<file path="config.mk">
export PLATFORM = sky130hd
export DESIGN_NAME = evt_irq_router
export DESIGN_NICKNAME = d
export VERILOG_FILES = /design/src/rtl/evr_pkg.sv /design/src/rtl/evr_sev_gate.sv /design/src/rtl/evr_wait_tracker.sv /design/src/rtl/evr_irq_regs.sv /design/src/rtl/evt_irq_router.sv
export SDC_FILE = /design/constraint.sdc
export NUM_CORES = 1
export LEC_CHECK = 0
export ABC_AREA = 1
export BUFFER_PORTS_ARGS = -buffer_cell sky130_fd_sc_hd__buf_2
export CAP_MARGIN = 10
export CORE_UTILIZATION = 40
export CTS_CLUSTER_SIZE = 25
export DETAILED_ROUTE_END_ITERATION = 10
export GPL_ROUTABILITY_DRIVEN = 1
export PLACE_DENSITY = 0.63
export REMOVE_ABC_BUFFERS = 1
export SYNTH_ARGS = -nofsm -noshare
export SYNTH_HDL_FRONTEND = slang
export SYNTH_SLANG_ARGS = --single-unit
</file>
<file path="constraint.sdc">
create_clock -name clk -period 3.3 [get_ports clk]
set_input_delay 0.33 -clock clk [delete_from_list [all_inputs] [get_ports clk]]
set_output_delay 0.33 -clock clk [all_outputs]
set_load 0.005 [all_outputs]
</file>
<file path="src/rtl/evr_pkg.sv">
package evr_pkg;
  localparam int NUM_IDX = 7;
  localparam int IDX_W   = 3;
  localparam int REG_AW  = 2;
  localparam int REG_DW  = NUM_IDX;

  typedef enum logic [REG_AW-1:0] {
    RA_ENABLE = 2'd0,
    RA_STATUS = 2'd1,
    RA_CLEAR  = 2'd2,
    RA_ABORT  = 2'd3
  } reg_addr_e;
endpackage

</file>
<file path="src/rtl/evr_sev_gate.sv">
module evr_sev_gate
  import evr_pkg::*;
#(
  parameter int NPORT = 4,
  parameter int CNT_W = 4
) (
  input  logic                   clk,
  input  logic                   rst_n,
  input  logic [NPORT-1:0]       sev_valid,
  input  logic [NPORT-1:0]       sev_barrier,
  input  logic [NPORT*IDX_W-1:0] sev_idx,
  input  logic                   wr_issue,
  input  logic                   wr_resp,
  output logic [NPORT-1:0]       sev_ack,
  output logic [NUM_IDX-1:0]     hit
);
  logic [CNT_W-1:0] cnt_q, cnt_d;
  logic             cnt_en;
  logic             drained;

  // outstanding-write counter: next state
  always_comb begin
    cnt_en = wr_issue ^ wr_resp;
    cnt_d  = cnt_q;
    if (wr_issue && !wr_resp) cnt_d = cnt_q + 1'b1;
    else if (!wr_issue && wr_resp) cnt_d = cnt_q - 1'b1;
  end

  always_ff @(posedge clk or negedge rst_n) begin
    if (!rst_n) cnt_q <= '0;
    else if (cnt_en) cnt_q <= cnt_d;
  end

  assign drained = (cnt_q == '0);

  genvar p;
  generate
    for (p = 0; p < NPORT; p++) begin : g_port
      assign sev_ack[p] = sev_valid[p] & (~sev_barrier[p] | drained);
    end
  endgenerate

  // fold all accepted requests into one per-index hit vector
  always_comb begin
    hit = '0;
    for (int q = 0; q < NPORT; q++) begin
      for (int i = 0; i < NUM_IDX; i++) begin
        if (sev_ack[q] && (sev_idx[q*IDX_W +: IDX_W] == IDX_W'(i))) hit[i] = 1'b1;
      end
    end
  end

  // the count cannot reach zero without a write response
  assert_drain_needs_resp_R10: assert property (@(posedge clk) disable iff (!rst_n)
    (cnt_q != '0) && !wr_resp |=> (cnt_q != '0));

  // environment keeps the counter in range
  assert_no_underflow_R10: assert property (@(posedge clk) disable iff (!rst_n)
    wr_resp && !wr_issue |-> (cnt_q != '0));
endmodule

</file>
<file path="src/rtl/evr_wait_tracker.sv">
module evr_wait_tracker
  import evr_pkg::*;
#(
  parameter int NCH = 4
) (
  input  logic                 clk,
  input  logic                 rst_n,
  input  logic [NCH-1:0]       wfe_valid,
  input  logic [NCH*IDX_W-1:0] wfe_idx,
  input  logic [NUM_IDX-1:0]   evt_q,
  output logic [NCH-1:0]       wake
);
  localparam int EXT = 1 << IDX_W;

  logic [EXT-1:0] evt_ext;
  assign evt_ext = EXT'(evt_q);

  genvar c;
  generate
    for (c = 0; c < NCH; c++) begin : g_ch
      logic             wait_q, wait_d, wait_en, cap;
      logic [IDX_W-1:0] widx_q;

      assign wake[c] = wait_q & evt_ext[widx_q];

      always_comb begin
        cap     = ~wait_q & wfe_valid[c];
        wait_en = wake[c] | cap;
        wait_d  = ~wake[c];
      end

      always_ff @(posedge clk or negedge rst_n) begin
        if (!rst_n) begin
          wait_q <= 1'b0;
          widx_q <= '0;
        end else begin
          if (wait_en) wait_q <= wait_d;
          if (cap) widx_q <= wfe_idx[c*IDX_W +: IDX_W];
        end
      end

      // a released channel is no longer waiting
      assert_wake_releases_R5: assert property (@(posedge clk) disable iff (!rst_n)
        wake[c] |=> !wait_q);

      // a waiting channel stays stalled until its event occurs
      assert_stall_until_event_R6: assert property (@(posedge clk) disable iff (!rst_n)
        wait_q && !wake[c] |=> wait_q);
    end
  endgenerate
endmodule

</file>
<file path="src/rtl/evr_irq_regs.sv">
module evr_irq_regs
  import evr_pkg::*;
(
  input  logic               clk,
  input  logic               rst_n,
  input  logic [NUM_IDX-1:0] hit,
  input  logic               abort_req,
  input  logic               reg_wr,
  input  logic [REG_AW-1:0]  reg_addr,
  input  logic [REG_DW-1:0]  reg_wdata,
  output logic [REG_DW-1:0]  reg_rdata,
  output logic [NUM_IDX-1:0] irq,
  output logic               abort_irq,
  output logic [NUM_IDX-1:0] evt_q
);
  logic [NUM_IDX-1:0] en_q, en_d;
  logic [NUM_IDX-1:0] pend_q, pend_d;
  logic [NUM_IDX-1:0] evt_d;
  logic [NUM_IDX-1:0] set_bits, clr_bits;
  logic               en_we, pend_en;
  logic               abort_q, abort_d, abort_en, abort_clr;

  // next-state logic
  always_comb begin
    en_we     = reg_wr && (reg_addr == RA_ENABLE);
    en_d      = reg_wdata[NUM_IDX-1:0];
    clr_bits  = (reg_wr && (reg_addr == RA_CLEAR)) ? reg_wdata[NUM_IDX-1:0] : '0;
    set_bits  = hit & en_q;
    evt_d     = hit & ~en_q;
    pend_d    = (pend_q & ~clr_bits) | set_bits;
    pend_en   = |(clr_bits | set_bits);
    abort_clr = reg_wr && (reg_addr == RA_ABORT);
    abort_d   = abort_req;
    abort_en  = abort_req | abort_clr;
  end

  always_ff @(posedge clk or negedge rst_n) begin
    if (!rst_n) begin
      en_q    <= '0;
      pend_q  <= '0;
      evt_q   <= '0;
      abort_q <= 1'b0;
    end else begin
      if (en_we) en_q <= en_d;
      if (pend_en) pend_q <= pend_d;
      evt_q <= evt_d;
      if (abort_en) abort_q <= abort_d;
    end
  end

  // host read mux
  always_comb begin
    unique case (reg_addr)
      RA_ENABLE: reg_rdata = REG_DW'(en_q);
      RA_STATUS: reg_rdata = REG_DW'(pend_q);
      RA_ABORT:  reg_rdata = REG_DW'(abort_q);
      default:   reg_rdata = '0;
    endcase
  end

  assign irq       = pend_q;
  assign abort_irq = abort_q;

  assert_set_latches_R2: assert property (@(posedge clk) disable iff (!rst_n)
    (set_bits != '0) |=> ((pend_q & $past(set_bits)) == $past(set_bits)));

  assert_pend_held_R3: assert property (@(posedge clk) disable iff (!rst_n)
    1'b1 |=> ((pend_q & $past(pend_q & ~clr_bits)) == $past(pend_q & ~clr_bits)));

  assert_set_beats_clear_R7: assert property (@(posedge clk) disable iff (!rst_n)
    ((set_bits & clr_bits) != '0) |=> ((pend_q & $past(set_bits & clr_bits)) == $past(set_bits & clr_bits)));

  assert_abort_sticky_R11: assert property (@(posedge clk) disable iff (!rst_n)
    abort_q && !abort_clr |=> abort_q);

  assert_event_not_irq_R5: assert property (@(posedge clk) disable iff (!rst_n)
    (evt_q != '0) |-> ((pend_q & evt_q & ~$past(pend_q)) == '0));
endmodule

</file>
<file path="src/rtl/evt_irq_router.sv">
module evt_irq_router
  import evr_pkg::*;
#(
  parameter int NPORT = 4,
  parameter int NCH   = 4,
  parameter int CNT_W = 4
) (
  input  logic                   clk,
  input  logic                   rst_n,
  input  logic [NPORT-1:0]       sev_valid,
  input  logic [NPORT*IDX_W-1:0] sev_idx,
  input  logic [NPORT-1:0]       sev_barrier,
  output logic [NPORT-1:0]       sev_ack,
  input  logic [NCH-1:0]         wfe_valid,
  input  logic [NCH*IDX_W-1:0]   wfe_idx,
  output logic [NCH-1:0]         wake,
  input  logic                   wr_issue,
  input  logic                   wr_resp,
  input  logic                   abort_req,
  input  logic                   reg_wr,
  input  logic [REG_AW-1:0]      reg_addr,
  input  logic [REG_DW-1:0]      reg_wdata,
  output logic [REG_DW-1:0]      reg_rdata,
  output logic [NUM_IDX-1:0]     irq,
  output logic                   abort_irq
);
  // reset: asserted asynchronously, released on a clock edge
  logic rst_meta_q, rst_sync_n;
  always_ff @(posedge clk or negedge rst_n) begin
    if (!rst_n) begin
      rst_meta_q <= 1'b0;
      rst_sync_n <= 1'b0;
    end else begin
      rst_meta_q <= 1'b1;
      rst_sync_n <= rst_meta_q;
    end
  end

  logic [NUM_IDX-1:0] hit;
  logic [NUM_IDX-1:0] evt_q;

  evr_sev_gate #(.NPORT(NPORT), .CNT_W(CNT_W)) u_gate (
    .clk        (clk),
    .rst_n      (rst_sync_n),
    .sev_valid  (sev_valid),
    .sev_barrier(sev_barrier),
    .sev_idx    (sev_idx),
    .wr_issue   (wr_issue),
    .wr_resp    (wr_resp),
    .sev_ack    (sev_ack),
    .hit        (hit)
  );

  evr_irq_regs u_regs (
    .clk      (clk),
    .rst_n    (rst_sync_n),
    .hit      (hit),
    .abort_req(abort_req),
    .reg_wr   (reg_wr),
    .reg_addr (reg_addr),
    .reg_wdata(reg_wdata),
    .reg_rdata(reg_rdata),
    .irq      (irq),
    .abort_irq(abort_irq),
    .evt_q    (evt_q)
  );

  evr_wait_tracker #(.NCH(NCH)) u_wait (
    .clk      (clk),
    .rst_n    (rst_sync_n),
    .wfe_valid(wfe_valid),
    .wfe_idx  (wfe_idx),
    .evt_q    (evt_q),
    .wake     (wake)
  );

  // a request on the unused index neither raises an interrupt nor an event
  assert_idx7_inert_R12: assert property (@(posedge clk) disable iff (!rst_sync_n)
    (hit == '0) |=> ((irq & ~$past(irq)) == '0) && (evt_q == '0));
endmodule

</file>
==> impl_metrics.csv <==
group,metric,value,unit
synthesis,ys_types,23,
global_route,gr-usage-all-layers,0.195,
cells_and_area,nNetsFinal,488,
synthesis,yosysWarnings,0,
cells_and_area,final_cell_mix,"nand2_1 (73), buf_2 (73), nand3_1 (57)",
power,powerDensity,657,nW/µm²
die,die_w,82.5,µm
synthesis,synth_area_leaders,"dfrtp_1 (42%), nand3_1 (11%), nand2_1 (11%)",
clock_tree,post_cts_buffers,0,
worst_setup_path,critPathMaxFanout,8,
clock_tree,clkLatencyLatePin,0.30,ns
run_status,status,"complete, no violations",
die,die_h,82.5,µm
detailed_routing,wire_per_inst,12.0,µm
min_path,hold_start,"abort_req",
sta,rsz0062_at_grt,"false",
sta,finalSetupViolCount,0,
clock_tree,clk_path_buf_depth,2,
detailed_routing,first_pass_iters,4,
placement,gp_congestion,0.820,
sta,fmax,588,MHz
synthesis,yosysTopAreaCell,"dfrtp_1",
synthesis,netlist.area_leader.share,0.425,
worst_setup_path,crit_type,"flip-flop to output port",
detailed_routing,drtIter0Drc,130,
clock_tree,cts.clk_slew.worst_paths,0.08,ns
detailed_routing,wl,6.13,mm
global_route,grt_max_degree,43,
die,io_pins,74,
synthesis,ys_ff_latch,44,
sta,maxSlewHeadroom,0.398,
clock_tree,cts_buffers,5,
placement,portBuffers,73,
detailed_routing,drc,0,
clock_tree,cts_tree,"yes",
die,dieArea,6810,µm²
cells_and_area,seq_area,1100,µm²
worst_setup_path,critPathRequiredTime,2.97,ns
die,core_area,6100,µm²
global_route,grt_pass1_vias,2192,
sta,period_minus_slack,1.70,ns
run,maxCapViolCount,0,
sta,maxSlewViolCount,0,
worst_setup_path,arrival,1.37,ns
min_path,min_path_type,"input pin to flip-flop",
worst_setup_path,crit_start,"u_gate.cnt_q[0]",
die,start_util,0.425,
global_route,antenna_found_initial,0,
sta,finalCritPeriodShare,0.516,
worst_setup_path,start_kind,"flip-flop",
cells_and_area,syn_to_final_growth,22.2,%
cells_and_area,fill_cells,630,
power,p_leak,1.77,nW
global_route,grt_remaining_overflow,0,
die,fp-row-count,28,
clock_tree,h-tree-depth,2,
detailed_routing,vias,2496,
synthesis,syn_area,2590,µm²
synthesis,avgSynthCellArea,7.26,µm²
detailed_routing,ant_nets,0,
synthesis,synthCells,357,
placement,place.detailed.hpwl,4.77,mm
clock_tree,cts.sinks,44,
cells_and_area,multiInputGateArea,1290,µm²
sta,tightest_slew,0.904,ns
worst_setup_path,r2r_start,"u_gate.cnt_q[1]",
cells_and_area,final_util,0.519,
synthesis,ys_seq_area_frac,0.425,
synthesis,synth_flop_cell,"dfrtp_1",
clock_tree,cts_root_buffer,"clkbuf_8",
synthesis,ys_async_sr_fraction,1.00,
cells_and_area,drive_above_1_share,0.212,
synthesis,synth-edff-count,0,
sta,skew,0.0106,ns
sta,setup_tns,0,ns
sta,final-hold-violation-count,0,
worst_setup_path,crit_path_end_kind,"output port",
cells_and_area,n_antenna_cell,0,
power,vdd_ir_drop_max,0.338,mV
global_route,grt_pass1_wl,10.0,mm
detailed_routing,via_per_inst,4.90,
-- through the flow --
step | std cells | hold slack (ns) | total power [mW] | setup slack (ns) | area (µm²)
after floorplan | 352 | 0.0344 | 1.38 | 1.78 | 2570
after global placement | 500 | 0.115 | 1.62 | 1.61 | 3030
after detailed placement | 500 | 0.122 | 1.65 | 1.54 | 3030
after CTS | 509 | 0.213 | 2.11 | 1.54 | 3170
after global routing | 509 | 0.220 | 2.26 | 1.48 | 3170
final | 509 | 0.215 | 2.08 | 1.60 | 3170
-- logic make-up after synthesis --
family                   count (synthesis)  synth area share
other                                    1           0.00145
buffers and inverters                   52            0.0767
AND/OR/NAND/NOR                        206             0.360
flip-flops                              44             0.425
adder cells (fa/ha/maj)                  4            0.0222
AO/OA/AOI/OAI                           47             0.105
XOR/XNOR                                 3            0.0101
-- worst paths after layout --
path / to / slack, ns / cells past startpoint
max in group asynchronous: u_regs.evt_q[1] / 2.32 / 0
worst max register to register: u_gate.cnt_q[3] / 1.86 / 8
worst min register to register: rst_sync_n / 0.38 / 0
worst min-delay path: u_regs.abort_irq / 0.22 / 2
worst max-delay path: sev_ack[3] / 1.60 / 4
min in group asynchronous: rst_sync_n / 0.33 / 2
-- report_power, final --
part	switching [mW]	leakage [nW]	internal (mW)
Sequential	0.157	0.521	0.714
Combinational	0.428	1.19	0.331
Clock	0.184	0.0645	0.267
-- registers in the layout, summed over array words and instances, names as in the netlist --
| signal | cells |
|---|---|
| rst_meta_q | 1 |
| rst_sync_n | 1 |
| u_gate.cnt_q | 4 |
| u_regs.abort_irq | 1 |
| u_regs.en_q | 7 |
| u_regs.evt_q | 7 |
| u_regs.irq | 7 |
| u_wait.g_ch.wait_q | 4 |
| u_wait.g_ch.widx_q | 12 |
-- worst max-delay path: stages, from the launching register on --
cell	delay [ns]
dfrtp_1	0.44
nor2_2	0.17
nand2_4	0.13
a21boi_0	0.20
buf_2	0.14
-- cell type report --
cell class,instances,share of cell area
Clock buffer,7,0.0304
Clock inverter,1,0.00948
Inverter,47,0.0557
Multi-Input combinational cell,261,0.408
Sequential cell,44,0.348
Tap cell,75,0.0296
Timing Repair Buffer,74,0.119
-- cells in the mapped netlist, types with 2 or more instances --
| cell | n |
|---|---|
| nand2_1 | 73 |
| nand3_1 | 57 |
| inv_1 | 47 |
| dfrtp_1 | 44 |
| nor2_1 | 44 |
| nor3_1 | 18 |
| o21ai_1 | 14 |
| a21oi_1 | 12 |
| o21ai_0 | 9 |
| a22o_1 | 6 |
| nand2_4 | 5 |
| a21boi_0 | 4 |
| and3_1 | 4 |
| buf_2 | 3 |
| ha_1 | 3 |
| nor2_2 | 3 |
| xnor2_1 | 3 |
| a21o_1 | 2 |
| clkbuf_1 | 2 |
-- repair_timing --
action	CTS	global route
setup endpoints to repair	0	0
hold endpoints to repair	2	0
hold buffers	1	0
resized for setup	0	0
-- routing by layer --
| metal | share of wire | GRT usage | routed length [µm] | vias to the layer above |
|---|---|---|---|---|
| met4 | 0.011 | 0.0466 | 68 | 0 |
| li1 | - | - | - | 1311 |
| met3 | 0.049 | 0.0341 | 299 | 5 |
| met5 | 0 | 0 | 0 | - |
| met1 | 0.47 | 0.264 | 2860 | 1112 |
| met2 | 0.47 | 0.324 | 2910 | 68 |
No activity file was read; power rests on OpenSTA's default activity.
